[src/rtl/pnl_boot_pkg.sv]
package pnl_boot_pkg;
  typedef enum logic [3:0] {
    ST_OFF, ST_PWR, ST_RST, ST_INIT, ST_READY, ST_ENA, ST_ON, ST_DIS, ST_FAIL
  } boot_st_t;

  localparam int N_GAMMA  = 8;
  localparam int STEP_G0  = 4;
  localparam int STEP_POL = STEP_G0 + N_GAMMA;
  localparam int STEP_IFC = STEP_POL + 1;
  localparam int STEP_ENT = STEP_IFC + 1;
  localparam int N_STEPS  = STEP_ENT + 1;
  localparam int SW       = $clog2(N_STEPS);

  localparam logic [7:0] A_GRST  = 8'h04;
  localparam logic [7:0] A_VREG  = 8'h03;
  localparam logic [7:0] A_VAMP  = 8'h01;
  localparam logic [7:0] A_VHI   = 8'h02;
  localparam logic [7:0] A_GAM0  = 8'h10;
  localparam logic [7:0] A_POL   = 8'h0A;
  localparam logic [7:0] A_IFC   = 8'h0B;
  localparam logic [7:0] A_ENTRY = 8'h06;
  localparam logic [7:0] A_PWR   = 8'h07;

  localparam logic [7:0] PWR_NORMAL = 8'hEF;
  localparam logic [7:0] PWR_STBY   = 8'hEE;
  localparam logic [7:0] CODE_KEEP  = 8'hFF;
endpackage

[src/rtl/pnl_delay.sv]
module pnl_delay #(
  parameter int CLK_HZ   = 125_000_000,
  parameter int LONG_MS  = 20,
  parameter int SHORT_MS = 10
) (
  input  logic clk,
  input  logic rst_n,
  input  logic load,
  input  logic sel_long,
  output logic expired
);
  localparam int LONG_CYC  = CLK_HZ / 1000 * LONG_MS;
  localparam int SHORT_CYC = CLK_HZ / 1000 * SHORT_MS;
  localparam int MAX_CYC   = (LONG_CYC > SHORT_CYC) ? LONG_CYC : SHORT_CYC;
  localparam int CW        = $clog2(MAX_CYC + 1);

  logic [CW-1:0] cnt_q, cnt_d;
  logic          cnt_en;

  always_comb begin
    cnt_en = load || (cnt_q != '0);
    if (load)
      cnt_d = sel_long ? CW'(LONG_CYC - 1) : CW'(SHORT_CYC - 1);
    else
      cnt_d = cnt_q - CW'(1);
  end

  always_ff @(posedge clk or negedge rst_n) begin
    if (!rst_n)      cnt_q <= '0;
    else if (cnt_en) cnt_q <= cnt_d;
  end

  assign expired = (cnt_q == '0);
endmodule

[src/rtl/pnl_step_table.sv]
module pnl_step_table
  import pnl_boot_pkg::*;
(
  input  logic [SW-1:0]          step,
  input  logic [7:0]             cfg_vreg,
  input  logic [7:0]             cfg_vcom_amp,
  input  logic [7:0]             cfg_vcom_high,
  input  logic [8*N_GAMMA-1:0]   cfg_gamma,
  input  logic [3:0]             cfg_pol,
  input  logic [7:0]             cfg_sync,
  input  logic [3:0]             cfg_mode,
  input  logic                   cfg_flip_h,
  input  logic                   cfg_flip_v,
  output logic [7:0]             addr,
  output logic [7:0]             data,
  output logic                   skip,
  output logic                   last
);
  localparam int GW = (N_GAMMA > 1) ? $clog2(N_GAMMA) : 1;

  logic [SW-1:0] goff;
  logic [GW-1:0] gidx;

  assign goff = step - SW'(STEP_G0);
  assign gidx = goff[GW-1:0];
  assign last = (step == SW'(STEP_ENT));

  always_comb begin
    addr = A_GRST;
    data = 8'h00;
    skip = 1'b0;
    if (step == SW'(1)) begin
      addr = A_VREG;  data = cfg_vreg;      skip = (cfg_vreg == CODE_KEEP);
    end else if (step == SW'(2)) begin
      addr = A_VAMP;  data = cfg_vcom_amp;  skip = (cfg_vcom_amp == CODE_KEEP);
    end else if (step == SW'(3)) begin
      addr = A_VHI;   data = cfg_vcom_high; skip = (cfg_vcom_high == CODE_KEEP);
    end else if (step >= SW'(STEP_G0) && step < SW'(STEP_POL)) begin
      addr = A_GAM0 + 8'(gidx);
      data = cfg_gamma[8*gidx +: 8];
    end else if (step == SW'(STEP_POL)) begin
      addr = A_POL;   data = {4'b0000, cfg_pol};
    end else if (step == SW'(STEP_IFC)) begin
      addr = A_IFC;   data = cfg_sync | 8'h01;
    end else if (step == SW'(STEP_ENT)) begin
      addr = A_ENTRY; data = {cfg_mode, 2'b11, ~cfg_flip_v, ~cfg_flip_h};
    end
  end
endmodule

[src/rtl/pnl_boot_seq.sv]
module pnl_boot_seq
  import pnl_boot_pkg::*;
#(
  parameter int CLK_HZ   = 125_000_000,
  parameter int LONG_MS  = 20,
  parameter int SHORT_MS = 10
) (
  input  logic                 clk,
  input  logic                 rst_n,
  input  logic                 cmd_prepare,
  input  logic                 cmd_enable,
  input  logic                 cmd_disable,
  input  logic                 cmd_unprepare,
  input  logic [7:0]           cfg_vreg,
  input  logic [7:0]           cfg_vcom_amp,
  input  logic [7:0]           cfg_vcom_high,
  input  logic [8*N_GAMMA-1:0] cfg_gamma,
  input  logic [3:0]           cfg_pol,
  input  logic [7:0]           cfg_sync,
  input  logic [3:0]           cfg_mode,
  input  logic                 cfg_flip_h,
  input  logic                 cfg_flip_v,
  output logic                 supply_en,
  output logic                 panel_reset,
  output logic                 spi_req,
  output logic [7:0]           spi_addr,
  output logic [7:0]           spi_data,
  input  logic                 spi_ack,
  input  logic                 spi_err,
  output logic                 busy,
  output logic                 ready,
  output logic                 err
);
  boot_st_t      state_q, state_d;
  logic [SW-1:0] step_q, step_d;
  logic          step_en;
  logic          tmr_load, tmr_long, tmr_exp;
  logic [7:0]    tbl_addr, tbl_data;
  logic          tbl_skip, tbl_last;

  pnl_delay #(.CLK_HZ(CLK_HZ), .LONG_MS(LONG_MS), .SHORT_MS(SHORT_MS)) u_delay (
    .clk(clk), .rst_n(rst_n), .load(tmr_load), .sel_long(tmr_long), .expired(tmr_exp)
  );

  pnl_step_table u_table (
    .step(step_q), .cfg_vreg(cfg_vreg), .cfg_vcom_amp(cfg_vcom_amp),
    .cfg_vcom_high(cfg_vcom_high), .cfg_gamma(cfg_gamma), .cfg_pol(cfg_pol),
    .cfg_sync(cfg_sync), .cfg_mode(cfg_mode), .cfg_flip_h(cfg_flip_h),
    .cfg_flip_v(cfg_flip_v), .addr(tbl_addr), .data(tbl_data),
    .skip(tbl_skip), .last(tbl_last)
  );

  // next-state logic
  always_comb begin
    state_d  = state_q;
    step_d   = step_q;
    step_en  = 1'b0;
    tmr_load = 1'b0;
    tmr_long = 1'b0;
    unique case (state_q)
      ST_OFF, ST_FAIL: begin
        if (cmd_prepare) begin
          state_d  = ST_PWR;
          tmr_load = 1'b1;
          tmr_long = 1'b1;
        end
      end
      ST_PWR: begin
        if (tmr_exp) begin
          state_d  = ST_RST;
          tmr_load = 1'b1;
        end
      end
      ST_RST: begin
        if (tmr_exp) begin
          state_d = ST_INIT;
          step_d  = '0;
          step_en = 1'b1;
        end
      end
      ST_INIT: begin
        if (!tbl_skip && spi_err) begin
          state_d = ST_FAIL;
        end else if (tbl_skip || spi_ack) begin
          if (tbl_last) begin
            state_d = ST_READY;
          end else begin
            step_d  = step_q + SW'(1);
            step_en = 1'b1;
          end
        end
      end
      ST_READY: begin
        if (cmd_unprepare)   state_d = ST_OFF;
        else if (cmd_enable) state_d = ST_ENA;
      end
      ST_ON: begin
        if (cmd_unprepare)    state_d = ST_OFF;
        else if (cmd_disable) state_d = ST_DIS;
      end
      ST_ENA: begin
        if (spi_err)      state_d = ST_FAIL;
        else if (spi_ack) state_d = ST_ON;
      end
      ST_DIS: begin
        if (spi_err)      state_d = ST_FAIL;
        else if (spi_ack) state_d = ST_READY;
      end
      default: state_d = ST_OFF;
    endcase
  end

  // state registers
  always_ff @(posedge clk or negedge rst_n) begin
    if (!rst_n) state_q <= ST_OFF;
    else        state_q <= state_d;
  end

  always_ff @(posedge clk or negedge rst_n) begin
    if (!rst_n)       step_q <= '0;
    else if (step_en) step_q <= step_d;
  end

  // output decode from the state register
  always_comb begin
    supply_en   = !(state_q inside {ST_OFF, ST_FAIL});
    panel_reset = state_q inside {ST_OFF, ST_PWR, ST_FAIL};
    busy        = state_q inside {ST_PWR, ST_RST, ST_INIT, ST_ENA, ST_DIS};
    ready       = state_q inside {ST_READY, ST_ON};
    err         = (state_q == ST_FAIL);
    spi_req     = ((state_q == ST_INIT) && !tbl_skip) || (state_q inside {ST_ENA, ST_DIS});
    if (state_q == ST_INIT) begin
      spi_addr = tbl_addr;
      spi_data = tbl_data;
    end else begin
      spi_addr = A_PWR;
      spi_data = (state_q == ST_ENA) ? PWR_NORMAL : PWR_STBY;
    end
  end
endmodule

[config.mk]
export PLATFORM = sky130hd
export DESIGN_NAME = pnl_boot_seq
export DESIGN_NICKNAME = d
export VERILOG_FILES = /design/src/rtl/pnl_boot_pkg.sv /design/src/rtl/pnl_delay.sv /design/src/rtl/pnl_step_table.sv /design/src/rtl/pnl_boot_seq.sv
export SDC_FILE = /design/constraint.sdc
export NUM_CORES = 1
export LEC_CHECK = 0
export BUFFER_PORTS_ARGS = -buffer_cell sky130_fd_sc_hd__buf_2
export CORE_AREA = 2 2 96 98
export DETAILED_ROUTE_END_ITERATION = 12
export DIE_AREA = 0 0 98 100
export HOLD_SLACK_MARGIN = 0.1
export PLACE_DENSITY = 0.67
export SLEW_MARGIN = 40
export SYNTH_ARGS = -nofsm -noshare
export SYNTH_HDL_FRONTEND = slang
export SYNTH_SLANG_ARGS = --single-unit
[constraint.sdc]
create_clock -name clk -period 6 [get_ports clk]
set_input_delay 1.2 -clock clk [delete_from_list [all_inputs] [get_ports clk]]
set_output_delay 1.2 -clock clk [all_outputs]
set_load 0.05 [all_outputs]
### After elaboration in Yosys (flattened, before gate mapping)

Index checks and enable logic that the tools add are counted.

| cells by class | value |
|---|---|
| multiplexer cells | 50 |
| eq/ne operators | 29 |
| magnitude comparators | 2 |
| reduce and logical (&&, ||, !) cells | 20 |
| add/sub/neg operators | 4 |
| bitwise operators | 2 |
| shift-type cells | 1 |

Operators by type and width:

| operator | number |
|---|---|
| two-way mux 8 bit | 15 |
| two-way mux 4 bit | 18 |
| indexed part select 64 x 7 -> 8 bit | 1 |
| two-way mux 22 bit | 2 |
| one-hot mux 4 bit (8 select lines) | 1 |
| equality test 8 bit (second input constant) | 3 |
| zero test 22 bit | 1 |
| nonzero test 22 bit | 1 |
| subtractor 22 x 1 -> 22 bit (second input constant) | 1 |
| != test 3 bit (second input constant) | 6 |
| equality test 4 x 2 -> 1 bit (second input constant) | 4 |
| equality test 4 x 3 -> 1 bit (second input constant) | 4 |
| equality test 4 bit (second input constant) | 4 |
| != test 2 bit (second input constant) | 6 |
| two-way mux 1 bit | 10 |
| AND reduction 9 bit | 1 |
| equality test 4 x 1 -> 1 bit (second input constant) | 2 |
| one-hot mux 4 bit (2 select lines) | 1 |
| nonzero test 2 bit | 4 |
| adder 5 x 3 -> 6 bit (first input constant) | 1 |
| AND reduction 6 bit | 1 |
| nonzero test 5 bit | 1 |
| adder 4 x 1 -> 4 bit (second input constant) | 1 |
| >= comparator 4 x 3 -> 1 bit (second input constant) | 1 |
| other kinds (11) | 18 |

| word-level totals | value |
|---|---|
| input bits | 114 |
| word-level logic and storage cells | 111 |
| bits in registers | 30 |
| output and inout bits | 22 |

### Logic depth before layout (Yosys ltp)

| depth | value |
|---|---|
| depth in word-level cells | 9 |
| mapped depth | 11 |
| mapped depth without buffers | 8 |

### Hierarchy

A second synthesis with hierarchy kept.

| unflattened totals | value |
|---|---|
| cell total of the unflattened synthesis | 419 |
| area, all modules | 3,513.4 um^2 |

By module, submodules not included:

| module | cells each | area each (um^2) | times used |
|---|---|---|---|
| pnl_step_table | 170 | 1,328.8 | 1 |
| pnl_delay | 139 | 1,317.5 | 1 |
| pnl_boot_seq | 110 | 867.1 | 1 |

### Least setup slack after synthesis

OpenSTA, ideal clock, no wires.

| timing | value |
|---|---|
| path type | register to output |
| from | register step_q[1] |
| to | output port spi_addr[3] |
| data arrival time | 3.353 ns |
| cell stages (with the launch flop) | 8 |
| data required time | 4.800 ns |
| path slack | 1.447 ns |
| buffers on the path | 2 |
| cell sequence | dfrtp_1 > clkbuf_1 > buf_1 > inv_1 > ha_1 > or2_2 > and2_1 > nor4_1 |

| between the ends | value |
|---|---|
| longest elaborated chain between the ends | 8 |

Ends and longest elaborated chain:

| item | line | text |
|---|---|---|
| start: declaration | pnl_boot_seq.sv:35 | `logic [SW-1:0] step_q, step_d;` |
| start signal: assignment | pnl_boot_seq.sv:121 | `else if (step_en) step_q <= step_d;` |
| parallel branches: the longest is 6 deep, another holds adder 5 x 3 -> 6 bit | -- |  |
| two-way mux 8 bit (*) | pnl_step_table.sv:32 | `if (step == SW'(1)) begin` |
| two-way mux 8 bit (*) | pnl_boot_seq.sv:132 | `if (state_q == ST_INIT) begin` |
| end: declaration | pnl_boot_seq.sv:26 | `output logic [7:0] spi_addr,` |

Every way passes the cells marked *.

### Final worst setup path

| timing | value |
|---|---|
| from | register step_q[1] |
| to | output port spi_req |

| between the ends | value |
|---|---|
| longest elaborated chain between the ends | 7 |

Ends and longest elaborated chain:

| item | line | text |
|---|---|---|
| equality test 4 x 2 -> 1 bit | pnl_step_table.sv:36 | `end else if (step == SW'(3)) begin` |
| two-way mux 1 bit | pnl_step_table.sv:36 |  |
| two-way mux 1 bit | pnl_step_table.sv:34 | `end else if (step == SW'(2)) begin` |
| two-way mux 1 bit (*) | pnl_step_table.sv:32 |  |
| zero test 1 bit (*) | pnl_boot_seq.sv:131 | `spi_req = ((state_q == ST_INIT) && !tbl_skip) \|\| (state_q inside {ST_ENA, ST_DIS});` |
| logical AND 1 bit (*) | pnl_boot_seq.sv:131 |  |
| logical OR 1 bit (*) | pnl_boot_seq.sv:131 |  |
| end: declaration | pnl_boot_seq.sv:25 | `output logic spi_req,` |

Mark *: on every way between the ends. The rest lies on a longest branch, timed or not.

==> flow_metrics.tcl <==
set metrics [dict create \
    place_congestion 0.9228 \
    overflow 0 \
    grt_setup_unrepaired "no" \
    syn_area_per_cell_um2 8.143 \
    antenna_found_initial 0 \
    p_leak_nw 1.709 \
    via_per_inst 5.484 \
    final-hold-violation-count 0 \
    drive_above_1_share 0.3471 \
    post-route-min-period_ns 4.440 \
    initial_core_util 0.3371 \
    pre_cts_slack_ns 1.552 \
    die_y_um 100 \
    p_sw_frac 0.5127 \
    cts_buffer_depth 2 \
    setup_slack_ns 1.560 \
    yosys.area.top_type "dfrtp_1" \
    cts_resized 0 \
    cap_violations 0 \
    tightest_slew_ns 0.8181 \
    synth.yosys.warnings 0 \
    combPwrFrac 0.658 \
    coreArea_um2 8890 \
    path_class "flip-flop to primary output" \
    clkSinkCount 30 \
    num-nets-final 605 \
    clkPwrFrac 0.127 \
    timing.critical_path.mode_cell "inv_1" \
    irDropWorstVdd_mv 0.1706 \
    ys_ff_latch 30 \
    first_pass_iters 4 \
    multiInputGateArea_um2 2091 \
    max_freq_mhz 225.2 \
    cp_data_arrival_time_ns 3.24 \
    synth_top_flop_cell "dfrtp_1" \
    status "finished, final reports clean" \
    ios 136 \
    wire_per_inst_um 15.50 \
    dieArea_um2 9800 \
    crit_required_ns 4.80 \
    worst_skew_pair.late_latency_ns 0.29 \
    synth_most_common_cell "nand2_1" \
    finalClockSkew_ns 0.006511 \
    row_count 35 \
    antenna_left 0 \
    dp_hpwl_um 7246 \
    grt_start_max_net_pins 31 \
    cts_buffers 5 \
    async_flop_share 1.000 \
    switchingPower_w 0.0008052 \
    drc_errors 0 \
    internal_power_w 0.0007654 \
    path_cells "inv_1, ha_1, or2_2, or4_1, and3_1, a22oi_1, inv_1, buf_2" \
    crit_slowest_cell "dfrtp_2" \
    start_kind "flip-flop" \
    hp-class "flip-flop to flip-flop" \
    seqCellArea_um2 752.0 \
    cts_tree "yes" \
    grtUsageTotal 0.1889 \
    end_kind "primary output" \
    setup_viol 0 \
    htree_levels 2 \
    drt_iter0_markers 163 \
    fill_cells 909 \
    numPortBuffers 131 \
    p_seq_frac 0.215 \
    cts_root_buf "clkbuf_8" \
    yosysSeqAreaShare 0.2505 \
    clkTransAtPathRegs_ns 0.06 \
    vias 3263 \
    ys_types 55 \
    fin_tns_setup_ns 0 \
    synth.area.top_cells "dfrtp_1, mux4_2, nand2_1" \
    crit_fanout 21 \
    hold_ws_ns 0.5525 \
    grt_pass1_wl_um 15310 \
    p_total_w 0.001571 \
    die_w_um 98 \
    synth_edf_count 0 \
    grt_pass1_vias 3200 \
    areaGrowthSynthToFinish_pct 27.14 \
    cts_setup_buffers 0 \
    p_per_area_nw_per_um2 412.2 \
    synth_top_area_share 0.2505 \
    postSynthCellCount 368 \
    final.period_utilization 0.7399 \
    drv_slew 0 \
    ctsHoldBuffers 0 \
    wl_um 9222 \
    diodes 0 \
    slew_headroom 0.4488 \
    synth.cell_area_um2 2997 \
    max_stage_delay_ns 0.64 \
    synth_commonest_cells "nand2_1, o21ai_0, dfrtp_1" \
]
==> critical path, delay by kind of cell (launching register included) <==
kind | cells | cell delay (ns)
adder cells (fa/ha/maj) | 1 | 0.39
AO/OA/AOI/OAI | 1 | 0.25
AND/OR/NAND/NOR | 3 | 1.19
buffers and inverters | 3 | 0.49
flip-flops | 1 | 0.64
==> cell families (layout without fill, tap and decap cells) <==
family | count (synthesis) | after routing | synth area share
simple gates | 156 | 156 | 0.2656
compound gates | 90 | 90 | 0.1912
buf+inv | 40 | 154 | 0.05428
flops | 30 | 30 | 0.2505
mux | 24 | 24 | 0.1482
xor+xnor | 19 | 19 | 0.05553
fa+ha+maj | 8 | 8 | 0.03340
other cells | 1 | 3 | 0.001251
==> final timing paths <==
kind	end	slack [ns]	cells after the start	start
min reg2reg	u_delay.cnt_q[14]$_DFFE_PN0P_	0.55	2	u_delay.cnt_q[14]$_DFFE_PN0P_
max reg2reg	state_q[0]$_DFFE_PN0P_	2.79	8	step_q[1]$_DFFE_PN0P_
min in group asynchronous	u_delay.cnt_q[5]$_DFFE_PN0P_	0.95	1	rst_n
max in group asynchronous	step_q[1]$_DFFE_PN0P_	4.58	1	rst_n
max	spi_req	1.56	8	step_q[1]$_DFFE_PN0P_
min	u_delay.cnt_q[14]$_DFFE_PN0P_	0.55	2	u_delay.cnt_q[14]$_DFFE_PN0P_
==> routing by layer <==
metal / up-vias / routed length [um] / track usage
li1: 1596 / - / -
met1: 1551 / 4002 / 0.2481
met2: 104 / 4504 / 0.3156
met3: 12 / 588 / 0.04109
met4: 0 / 127 / 0.05342
met5: - / 0 / 0
==> power groups by stage <==
stage	sequential, W	combinational, W	clock, W
after floorplan	0.000272	0.000869	0
after global placement	0.000336	0.00103	0
after detailed placement	0.000340	0.00104	0
after CTS	0.000336	0.00104	0.000205
after global routing	0.000352	0.00114	0.000217
final	0.000338	0.00103	0.000199
==> final cells by class <==
| cell class | instances | area share |
|---|---|---|
| Inverter | 13 | 0.01281 |
| Sequential cell | 30 | 0.1974 |
| Tap cell | 111 | 0.03645 |
| Timing Repair Buffer | 133 | 0.1760 |
| Clock buffer | 5 | 0.01806 |
| Multi-Input combinational cell | 300 | 0.5488 |
| Clock inverter | 3 | 0.01051 |
==> metrics by stage <==
step	util	cell area [um^2]	cells
3_5_place_dp	0.4162	3700	587
2_1_floorplan	-	3004	370
3_3_place_gp	0.4153	3692	586
4_1_cts	0.4284	3809	595
5_1_grt	0.4286	3810	595
6_report	0.4286	3810	595
==> flip-flops by register name, summed over array words and instances (netlist names) <==
signal	cells
state_q	4
step_q	4
u_delay.cnt_q	22
==> cell usage in the layout, fill, tap and decap left out, types with 10 or more instances in the layout <==
master     n
o21ai_0   32
buf_2    131
nor3_1    10
a21oi_1   16
nor2_1    25
mux4_2    16
nand2_1   52
inv_1     13
dfrtp_1   29
nand3_1   13
xnor2_1   11
Power figures use the tool's default switching activity.
